$ cat src/rtl/sport_pkg.sv
package sport_pkg;
  typedef enum logic [1:0] {
    MODE_SHIFT  = 2'b00,
    MODE_UART8  = 2'b01,
    MODE_UART9F = 2'b10,
    MODE_UART9V = 2'b11
  } mode_e;
endpackage

$ cat src/rtl/sport_shift.sv
module sport_shift #(
  parameter int DW = 8
) (
  input  logic          clk,
  input  logic          rst,
  input  logic          tick,
  input  logic          tx_go,
  input  logic          rx_go,
  input  logic [DW-1:0] tx_data,
  input  logic          rxd_i,
  output logic          busy,
  output logic          is_rx,
  output logic          sclk,
  output logic          dout,
  output logic          tx_done,
  output logic          rx_done,
  output logic [DW-1:0] shreg
);
  localparam int CW = $clog2(2 * DW);
  localparam logic [CW-1:0] LAST = CW'(2 * DW - 1);

  logic [CW-1:0] phase;

  always_ff @(posedge clk) begin
    if (rst) begin
      busy    <= 1'b0;
      is_rx   <= 1'b0;
      phase   <= '0;
      sclk    <= 1'b1;
      dout    <= 1'b1;
      tx_done <= 1'b0;
      rx_done <= 1'b0;
      shreg   <= '0;
    end else begin
      tx_done <= 1'b0;
      rx_done <= 1'b0;
      if (!busy) begin
        if (tx_go) begin
          busy  <= 1'b1;
          is_rx <= 1'b0;
          shreg <= tx_data;
          phase <= '0;
        end else if (rx_go) begin
          busy  <= 1'b1;
          is_rx <= 1'b1;
          phase <= '0;
        end
      end else if (tick) begin
        if (!phase[0]) begin
          sclk <= 1'b0;
          if (!is_rx) dout <= shreg[0];
        end else begin
          sclk  <= 1'b1;
          shreg <= {is_rx ? rxd_i : 1'b0, shreg[DW-1:1]};
        end
        phase <= phase + 1'b1;
        if (phase == LAST) begin
          busy    <= 1'b0;
          tx_done <= !is_rx;
          rx_done <= is_rx;
        end
      end
    end
  end


  sclk_idle_chk: assert property (@(posedge clk) disable iff (rst)
    !busy && !$past(busy) |-> sclk);
endmodule

$ cat src/rtl/sport_atx.sv
module sport_atx #(
  parameter int DW  = 8,
  parameter int OVS = 16
) (
  input  logic          clk,
  input  logic          rst,
  input  logic          tick,
  input  logic          go,
  input  logic          nine,
  input  logic          ninth,
  input  logic [DW-1:0] data,
  output logic          busy,
  output logic          line,
  output logic          stop_pulse
);
  localparam int FW = DW + 3;
  localparam int CW = $clog2(OVS);
  localparam int IW = $clog2(FW + 1);
  localparam logic [CW-1:0] CEND = CW'(OVS - 1);

  logic [FW-1:0] frame;
  logic [CW-1:0] cnt;
  logic [IW-1:0] idx, last;

  assign line = frame[0];

  always_ff @(posedge clk) begin
    if (rst) begin
      frame      <= '1;
      cnt        <= '0;
      idx        <= '0;
      last       <= '0;
      busy       <= 1'b0;
      stop_pulse <= 1'b0;
    end else begin
      stop_pulse <= 1'b0;
      if (!busy) begin
        if (go) begin
          frame <= {1'b1, nine ? ninth : 1'b1, data, 1'b0};
          busy  <= 1'b1;
          cnt   <= '0;
          idx   <= '0;
          last  <= nine ? IW'(FW - 1) : IW'(FW - 2);
        end
      end else if (tick) begin
        cnt <= cnt + 1'b1;
        if (cnt == CEND) begin
          frame <= {1'b1, frame[FW-1:1]};
          if (idx == last) busy <= 1'b0;
          else idx <= idx + 1'b1;
          stop_pulse <= (idx + IW'(1)) == last;
        end
      end
    end
  end


  start_low_chk: assert property (@(posedge clk) disable iff (rst)
    go && !busy |=> busy && !line);

  stop_high_chk: assert property (@(posedge clk) disable iff (rst)
    stop_pulse |-> line);
endmodule

$ cat src/rtl/sport_arx.sv
module sport_arx #(
  parameter int DW  = 8,
  parameter int OVS = 16
) (
  input  logic          clk,
  input  logic          rst,
  input  logic          tick,
  input  logic          en,
  input  logic          nine,
  input  logic          rxd_i,
  output logic          busy,
  output logic          done,
  output logic          stop_bit,
  output logic          bit9,
  output logic [DW-1:0] data
);
  localparam int CW = $clog2(OVS);
  localparam int IW = $clog2(DW + 4);
  localparam logic [CW-1:0] S0   = CW'(OVS / 2 - 1);
  localparam logic [CW-1:0] S1   = CW'(OVS / 2);
  localparam logic [CW-1:0] S2   = CW'(OVS / 2 + 1);
  localparam logic [CW-1:0] CEND = CW'(OVS - 1);

  logic          sy1, sy2, smp_a, smp_b, vote;
  logic [CW-1:0] cnt;
  logic [IW-1:0] idx, last;

  assign vote = (smp_a & smp_b) | (smp_a & sy2) | (smp_b & sy2);

  always_ff @(posedge clk) begin
    if (rst) begin
      sy1 <= 1'b1; sy2 <= 1'b1; smp_a <= 1'b1; smp_b <= 1'b1;
      cnt <= '0; idx <= '0; last <= '0;
      busy <= 1'b0; done <= 1'b0; stop_bit <= 1'b1; bit9 <= 1'b0;
      data <= '0;
    end else begin
      done <= 1'b0;
      sy1  <= rxd_i;
      sy2  <= sy1;
      if (!busy) begin
        if (en && !sy2) begin
          busy <= 1'b1;
          cnt  <= '0;
          idx  <= '0;
          last <= nine ? IW'(DW + 2) : IW'(DW + 1);
        end
      end else if (tick) begin
        cnt <= cnt + 1'b1;
        if (cnt == S0) smp_a <= sy2;
        if (cnt == S1) smp_b <= sy2;
        if (cnt == S2) begin
          if (idx == '0) begin
            if (vote) busy <= 1'b0;
          end else if (idx <= IW'(DW)) begin
            data <= {vote, data[DW-1:1]};
          end else if (idx == last) begin
            done     <= 1'b1;
            stop_bit <= vote;
            busy     <= 1'b0;
          end else begin
            bit9 <= vote;
          end
        end
        if (cnt == CEND) idx <= idx + 1'b1;
      end
    end
  end
endmodule

$ cat src/rtl/sport_ctrl.sv
module sport_ctrl
  import sport_pkg::*;
#(
  parameter int DW  = 8,
  parameter int OVS = 16
) (
  input  logic          clk,
  input  logic          rst,
  input  logic [7:0]    ctrl_we,
  input  logic [7:0]    ctrl_wdata,
  input  logic          fe_sel,
  output logic [7:0]    ctrl_rdata,
  input  logic          tx_wr,
  input  logic [DW-1:0] tx_byte,
  output logic [DW-1:0] rx_byte,
  input  logic          tick_var,
  input  logic          tick_fix,
  input  logic          tick_shift,
  output logic          txd,
  input  logic          rxd_i,
  output logic          rxd_o,
  output logic          rxd_oe
);
  logic  mhi, mlo, filt, ren, tb8, rb8, ti, ri, fe;
  mode_e mode;
  logic  is_shift, a_tick;

  logic          s_busy, s_is_rx, s_sclk, s_dout, s_tx_done, s_rx_done;
  logic [DW-1:0] s_shreg;
  logic          t_busy, t_line, t_stop;
  logic          r_busy, r_done, r_stop, r_bit9;
  logic [DW-1:0] r_data;
  logic          accept, rb8_new;

  assign mode     = mode_e'({mhi, mlo});
  assign is_shift = (mode == MODE_SHIFT);
  assign a_tick   = (mode == MODE_UART9F) ? tick_fix : tick_var;

  sport_shift #(.DW(DW)) u_shift (
    .clk(clk), .rst(rst), .tick(tick_shift),
    .tx_go(tx_wr && is_shift),
    .rx_go(ren && !ri && is_shift && !s_rx_done && !tx_wr),
    .tx_data(tx_byte), .rxd_i(rxd_i),
    .busy(s_busy), .is_rx(s_is_rx), .sclk(s_sclk), .dout(s_dout),
    .tx_done(s_tx_done), .rx_done(s_rx_done), .shreg(s_shreg)
  );

  sport_atx #(.DW(DW), .OVS(OVS)) u_atx (
    .clk(clk), .rst(rst), .tick(a_tick), .go(tx_wr && !is_shift),
    .nine(mode[1]), .ninth(tb8), .data(tx_byte),
    .busy(t_busy), .line(t_line), .stop_pulse(t_stop)
  );

  sport_arx #(.DW(DW), .OVS(OVS)) u_arx (
    .clk(clk), .rst(rst), .tick(a_tick), .en(ren && !is_shift),
    .nine(mode[1]), .rxd_i(rxd_i),
    .busy(r_busy), .done(r_done), .stop_bit(r_stop), .bit9(r_bit9), .data(r_data)
  );

  assign txd    = is_shift ? s_sclk : t_line;
  assign rxd_o  = s_dout;
  assign rxd_oe = is_shift && s_busy && !s_is_rx;

  assign accept  = mode[1] ? !(filt && !r_bit9) : !(filt && !r_stop);
  assign rb8_new = mode[1] ? r_bit9 : r_stop;

  assign ctrl_rdata = {fe_sel ? fe : mhi, mlo, filt, ren, tb8, rb8, ti, ri};

  always_ff @(posedge clk) begin
    if (rst) begin
      {mhi, mlo, filt, ren, tb8, rb8, ti, ri} <= '0;
      fe      <= 1'b0;
      rx_byte <= '0;
    end else begin
      if (ctrl_we[7]) begin
        if (fe_sel) fe <= ctrl_wdata[7];
        else        mhi <= ctrl_wdata[7];
      end
      if (ctrl_we[6]) mlo  <= ctrl_wdata[6];
      if (ctrl_we[5]) filt <= ctrl_wdata[5];
      if (ctrl_we[4]) ren  <= ctrl_wdata[4];
      if (ctrl_we[3]) tb8  <= ctrl_wdata[3];
      if (ctrl_we[2]) rb8  <= ctrl_wdata[2];
      if (ctrl_we[1]) ti   <= ctrl_wdata[1];
      if (ctrl_we[0]) ri   <= ctrl_wdata[0];
      // hardware events take priority over a same-cycle software write
      if (s_tx_done || t_stop) ti <= 1'b1;
      if (s_rx_done) begin
        ri      <= 1'b1;
        rx_byte <= s_shreg;
      end
      if (r_done) begin
        if (!r_stop) fe <= 1'b1;
        if (accept) begin
          ri      <= 1'b1;
          rb8     <= rb8_new;
          rx_byte <= r_data;
        end
      end
    end
  end


  rst_clear_chk: assert property (@(posedge clk)
    rst |=> ({mhi, mlo, filt, ren, tb8, rb8, ti, ri} == 8'h00) && !fe);

  fe_sticky_chk: assert property (@(posedge clk) disable iff (rst)
    fe && !(ctrl_we[7] && fe_sel) |=> fe);

  ren_off_chk: assert property (@(posedge clk) disable iff (rst)
    !ren && !is_shift && !r_busy |=> !r_busy);

  addr_filter_chk: assert property (@(posedge clk) disable iff (rst)
    r_done && mode[1] && filt && !r_bit9 && !ri && !s_rx_done &&
    !(ctrl_we[0] && ctrl_wdata[0]) |=> !ri);
endmodule

$ cat config.mk
export PLATFORM = sky130hd
export DESIGN_NAME = sport_ctrl
export DESIGN_NICKNAME = d
export VERILOG_FILES = /design/src/rtl/sport_pkg.sv /design/src/rtl/sport_shift.sv /design/src/rtl/sport_atx.sv /design/src/rtl/sport_arx.sv /design/src/rtl/sport_ctrl.sv
export SDC_FILE = /design/constraint.sdc
export NUM_CORES = 1
export LEC_CHECK = 0
export ABC_CLOCK_PERIOD_IN_PS = 2250
export BUFFER_PORTS_ARGS = -buffer_cell sky130_fd_sc_hd__clkbuf_2
export CORE_MARGIN = 8
export CORE_UTILIZATION = 35
export DETAILED_ROUTE_END_ITERATION = 10
export SYNTH_ARGS = -nofsm -noshare
export SYNTH_HDL_FRONTEND = slang
export SYNTH_SLANG_ARGS = --single-unit
$ cat constraint.sdc
create_clock -name clk -period 2.25 [get_ports clk]
set_input_delay 0.5625 -clock clk [delete_from_list [all_inputs] [get_ports clk]]
set_output_delay 0.5625 -clock clk [all_outputs]
set_load 0.005 [all_outputs]
* Yosys cells after proc, flatten, opt, wreduce, memory -nomap -nowiden
Cells that the tools add are included.
Storage, ports and cells: flip-flop bits (word level) 88, input port bits 32, output and inout port bits 19, logic and storage cells 201
Operators by class: add/subtract/negate cells 5, $lt $le $gt $ge 1, equality and inequality tests 17, mux-type cells 71, bitwise logic cells 19, reductions and logical operators 52
Operator list (number):
- 4-bit two-way mux | 17
- 8-bit two-way mux | 7
- 11-bit two-way mux | 4
- 1-bit two-way mux | 42
- 4-bit by 1-bit adder with 4-bit output (second input constant) | 5
- 4-bit equality test (second input constant) | 5
- 2-bit AND reduction | 8
- 3-bit AND reduction | 5
- 2-bit inequality test (second input constant) | 7
- 1-bit NOT | 14
- 4-bit equality test | 3
- 1-bit logical AND | 12
- 6-bit AND reduction | 2
- 1-bit logical NOT | 10
- 2-bit nonzero test | 5
- 4-bit AND reduction | 2
- 4-bit OR reduction | 2
- 6-bit OR reduction | 1
- 5-bit AND reduction | 1
- 4-bit by 3-bit equality test with 1-bit output (second input constant) | 1
- 4-bit <= comparator (second input constant) | 1
- 4-bit logical NOT | 1
- 1-bit bitwise AND | 3
- 3-bit nonzero test | 1
- 5 further kinds | 6

* Longest topological paths before layout
depth after elaboration 8, gate-level depth with buffers 8, mapped depth without buffers 7

* Modules after synthesis
From an unflattened synthesis, not the netlist that was laid out.
Unflattened totals: cells, all modules 432, area total of the unflattened synthesis 4157.7 µm²
By module, submodules not included:
- sport_arx | times used 1, cells an instance 141, area an instance 1276.2 µm², seq. area each 540.5 µm²
- sport_atx | times used 1, cells an instance 114, area an instance 1119.8 µm², seq. area each 460.4 µm²
- sport_ctrl | times used 1, cells an instance 92, area an instance 905.9 µm², seq. area each 340.3 µm²
- sport_shift | times used 1, cells an instance 85, area an instance 855.8 µm², seq. area each 360.3 µm²

* Worst setup path after synthesis
Ideal clock, no wire load.
path kind register to register, start reg mhi, end reg u_atx.idx[2], library setup time 0.117 ns, arrival 1.612 ns, required time 2.133 ns, slack 0.521 ns, stages on the path, launching flop included 9, path buffers 3, clock period less this slack 1.729 ns, cell sequence dfxtp_1 -> buf_6 -> nor2b_4 -> buf_6 -> mux2_4 -> o22ai_4 -> buf_6 -> o22ai_1 -> a22o_1
On the way: cells in the longest elaborated chain, start to end 5, elaborated cells on any way between the ends 8, classes of those cells 2 x eq/ne; 1 x mux; 5 x reduce/logical
Ends and longest elaborated chain:
- from (decl) | RTL line sport_ctrl.sv:24 | logic mhi, mlo, filt, ren, tb8, rb8, ti, ri, fe;
- from (signal assigned) | RTL line sport_ctrl.sv:77 | else mhi <= ctrl_wdata[7];
- branches (longest 4 deep; another with 2-bit equality test)
- 4-bit AND reduction (no line) (*)
- to (signal assigned) | RTL line sport_atx.sv:50 | else idx <= idx + 1'b1;
- to (decl) | RTL line sport_atx.sv:23 | logic [IW-1:0] idx, last;
Mark *: on every way between the ends. A chain may end at the register's enable or synchronous reset.

* Final worst setup path
start reg mhi, end out txd
On the way: cells in the longest elaborated chain, start to end 2
Ends and longest elaborated chain:
- 2-bit logical NOT | RTL line sport_ctrl.sv:36 | assign is_shift = (mode == MODE_SHIFT);
- 1-bit two-way mux | RTL line sport_ctrl.sv:60 | assign txd = is_shift ? s_sclk : t_line;
- to (decl) | RTL line sport_ctrl.sv:19 | output logic txd,
No other way between the ends.

==> results.md <==
* Starting DRT DRC Count at around 190
* Grt total ovfl at 0
* Diodes inserted at 0
* Outcome: finished clean
* Sink Count at 85
* ANT nets after route at 0
* R2r endpoint: u_atx.idx[0]$_SDFFE_PP0P_
* Setup Skew at between 0.015 and 0.02 ns
* Worst VDD drop at 0.316 mV
* # DRC at 0
* Gp weighted congestion at roughly 0.78
* Fraction of layout cells with a size suffix above 1 at 0.181
* Setup crit end kind: primary output
* Worst Slack Setup Final at 0.0721 ns
* Layout area overhead at 14.3%
* Worst r2r src: mhi$_SDFFE_PP0P_
* Top FF cell, synth: dfxtp_1
* Ys async rst share at 0
* DP Cell Count at about 600
* GRT met2 Usage at 0.188
* Crit path DAT at roughly 1.6 ns
* Final nets at 521
* Max-slew violations at 0
* Mapped Area at slightly below 4000 µm²
* Per-cell routed wire length at 14.1 µm
* Worst Tran Pin Value at 0.574 ns
* Boundary Pins at 51
* Worst Hold End: u_arx.sy1$_SDFF_PP1_
* Die Area at ~15000 µm²
* Global Route Usage Sum at 0.123
* Ys Warns at 0
* Finished Core Util at 0.411
* Syn_area_per_cell at between 8 and 9 µm²
* Grt met1 use at 0.160
* Post-CTS Hold Fix Bufs at 0
* Final WL at between 8000 and 9000 µm
* FMAX at 459 MHz
* Reg2reg path depth at 4
* CTS max path bufs at 2
* Worst hold path class: input port to flop
* Register Area at roughly 1700 µm²
* Final setup vio count at 0
* Hold path depth at 2
* Synth cell types at 50
* Max-Cap Viols at 0
* Clock Latency Late Sink at roughly 0.38 ns
* Multi-input logic area at roughly 2000 µm²
* Setup Crit Path Kind: flop to primary output
* Clock slew at reported path FFs at ~0.10 ns
* Final hold violation count at 0
* Tcrit/Tclk final at 0.968
* Synthesis-stage register bit count at 85
* Post-Place Cell Area at between 4000 and 5000 µm²
* Root Buffer: clkbuf_8
* First-pass GRT wire length at roughly 15000 µm
* Post-synth net total at 477
* Via count at 3126
* Dpl hpwl at ~6500 µm
* CORE AREA at 10900 µm²
* PortBufs at 50
* Site row count at 38
* Largest net degree at the start of global routing at 67
* CP max FO at 7
* DR vias/cell at ~5
* CP required at approximately 1.7 ns
* Syn Inst Count at between 400 and 500
* Seq/Total Area, Yosys at 0.434
* LEAKAGE at roughly 0.0018 µW
* Final Instance Area at 4480 µm²
* 1st-pass router iterations at 4
* Unrepaired setup endpoints after global routing: false
* Min Tclk post-route at about 2.2 ns
* Initial antenna violation count at 0
* Filler cells at roughly 1100
* Critical Path Start Type: flop
* Htree depth at 3
* Buffers inserted by post-CTS timing repair at 0
* Die W at about 120 µm
* Fin cells at about 630
* Crit path from: mhi$_SDFFE_PP0P_
* CTS tree: yes
* EDFF count, synth at 0
* M3 GR Usage at 0.0292
* HP Start: rxd_i
* Worst slack at placement at about 0.35 ns
* Cts bufs inserted at 9
* Pwr Density at approximately 660 nW/µm²
* Gr busiest metal: met2
* Vias in the first global route at 2955
* R2r setup slk at between 0.3 and 0.4 ns
* Rel. slew slack at 0.614
* Die H at around 120 µm
* Setup total negative slack at 0 ns
* Initial Utilization at 0.360
==> cell usage in the layout, fill, tap and decap left out, types with 4 or more instances in the layout <==
cell      netlist  layout
a211oi_1       18      18
a21oi_1        32      32
and2_1          9       9
buf_4           7      10
clkbuf_2        0      49
clkbuf_8        0       9
dfxtp_1        85      85
ha_1            8       8
inv_1          10      10
mux2i_1        41      41
nand2_1        21      21
nand2b_1       10      10
nand3_1        11      11
nor2_1         68      67
nor2b_1         4       4
nor3_1         19      19
nor3b_1         6       6
nor4_1          6       6
o21ai_0         5       5
xor2_1         11      11
==> cell families after synthesis <==
kind of cell / count (synthesis) / share of synthesized area
AND/OR/NAND/NOR: 174 / 0.222
multiplexers: 44 / 0.114
adder cells (fa/ha/maj): 9 / 0.0281
buffers and inverters: 39 / 0.0514
AO/OA/AOI/OAI: 73 / 0.121
flip-flops: 85 / 0.434
XOR/XNOR: 13 / 0.0291
==> final cells by class <==
class                   instances  share of cell area
multi-input cells             313               0.451
flip-flops and latches         85               0.380
repair buffers                 61              0.0771
well taps                     140              0.0391
clock buffers                   9              0.0277
clock inverters                 7              0.0162
inverters                      11             0.00922
==> Yosys cell counts, types with 2 or more instances <==
master,instances,share of area
and2_1,9,0.014
nor4_1,6,0.0096
dfxtp_1,85,0.43
nor2_1,68,0.065
mux2_2,2,0.0057
buf_1,3,0.0029
a22o_1,2,0.0045
clkbuf_1,10,0.0096
nand3_1,11,0.014
o21ai_0,5,0.0064
xnor2_1,2,0.0045
nand4b_1,2,0.0045
inv_1,10,0.0096
nand2_1,21,0.020
xor2_1,11,0.025
nor3_1,19,0.024
a211oi_1,18,0.034
mux2i_1,41,0.10
and3_1,3,0.0048
a31oi_1,3,0.0048
nand4_1,3,0.0048
buf_4,7,0.013
or2_2,3,0.0048
a22oi_1,3,0.0057
o21a_1,2,0.0038
nand3b_1,3,0.0057
a21oi_1,32,0.041
nor3b_1,6,0.011
buf_2,5,0.0064
nand2b_1,10,0.016
buf_6,3,0.0086
nor2b_1,4,0.0064
ha_1,8,0.026
==> sequential cells by signal, indices dropped and copies added, names as in the netlist, 8 cells and up <==
register,cells
u_atx.frame,10
u_arx.data,8
rx_byte,8
u_shift.shreg,8
==> through the flow <==
step	power, µW	hold slack [ns]
2_1_floorplan	1810	0.389
3_3_place_gp	1900	0.402
3_5_place_dp	1910	0.403
4_1_cts	3000	0.400
5_1_grt	3090	0.406
6_report	2970	0.416
==> how the worst max path moves through the flow <==
stage / end / slack (ns)
after floorplan: u_atx.idx[2]$_SDFFE_PP0P_ / 0.52
after global placement: u_atx.idx[0]$_SDFFE_PP0P_ / 0.39
after detailed placement: u_atx.idx[0]$_SDFFE_PP0P_ / 0.35
after CTS: txd / 0.009
after global routing: txd / 0.02
final: txd / 0.07
==> report_power, final <==
| part | internal, µW | leakage [µW] | switching [µW] |
|---|---|---|---|
| registers | 1550 | 0.000691 | 39.9 |
| logic | 126 | 0.00105 | 155 |
| clock network | 438 | 0.0000974 | 661 |
| total | 2110 | 0.00184 | 856 |
==> per-layer routing <==
layer	wire [µm]	part of all wire
met5	0	0
met4	163	0.018
met3	452	0.051
met2	3900	0.44
met1	4340	0.49
==> what timing repair did <==
item,CTS,global route
gates resized for setup,0,1
endpoints found under the setup margin,0,1
endpoints found under the hold margin,0,0
==> critical path: stages, from the launching register on <==
cell      delay (ns)
dfxtp_1         0.38
buf_4           0.19
nor2_2          0.17
mux2_2          0.38
clkbuf_2        0.12
(Power assumes the default switching activity.)
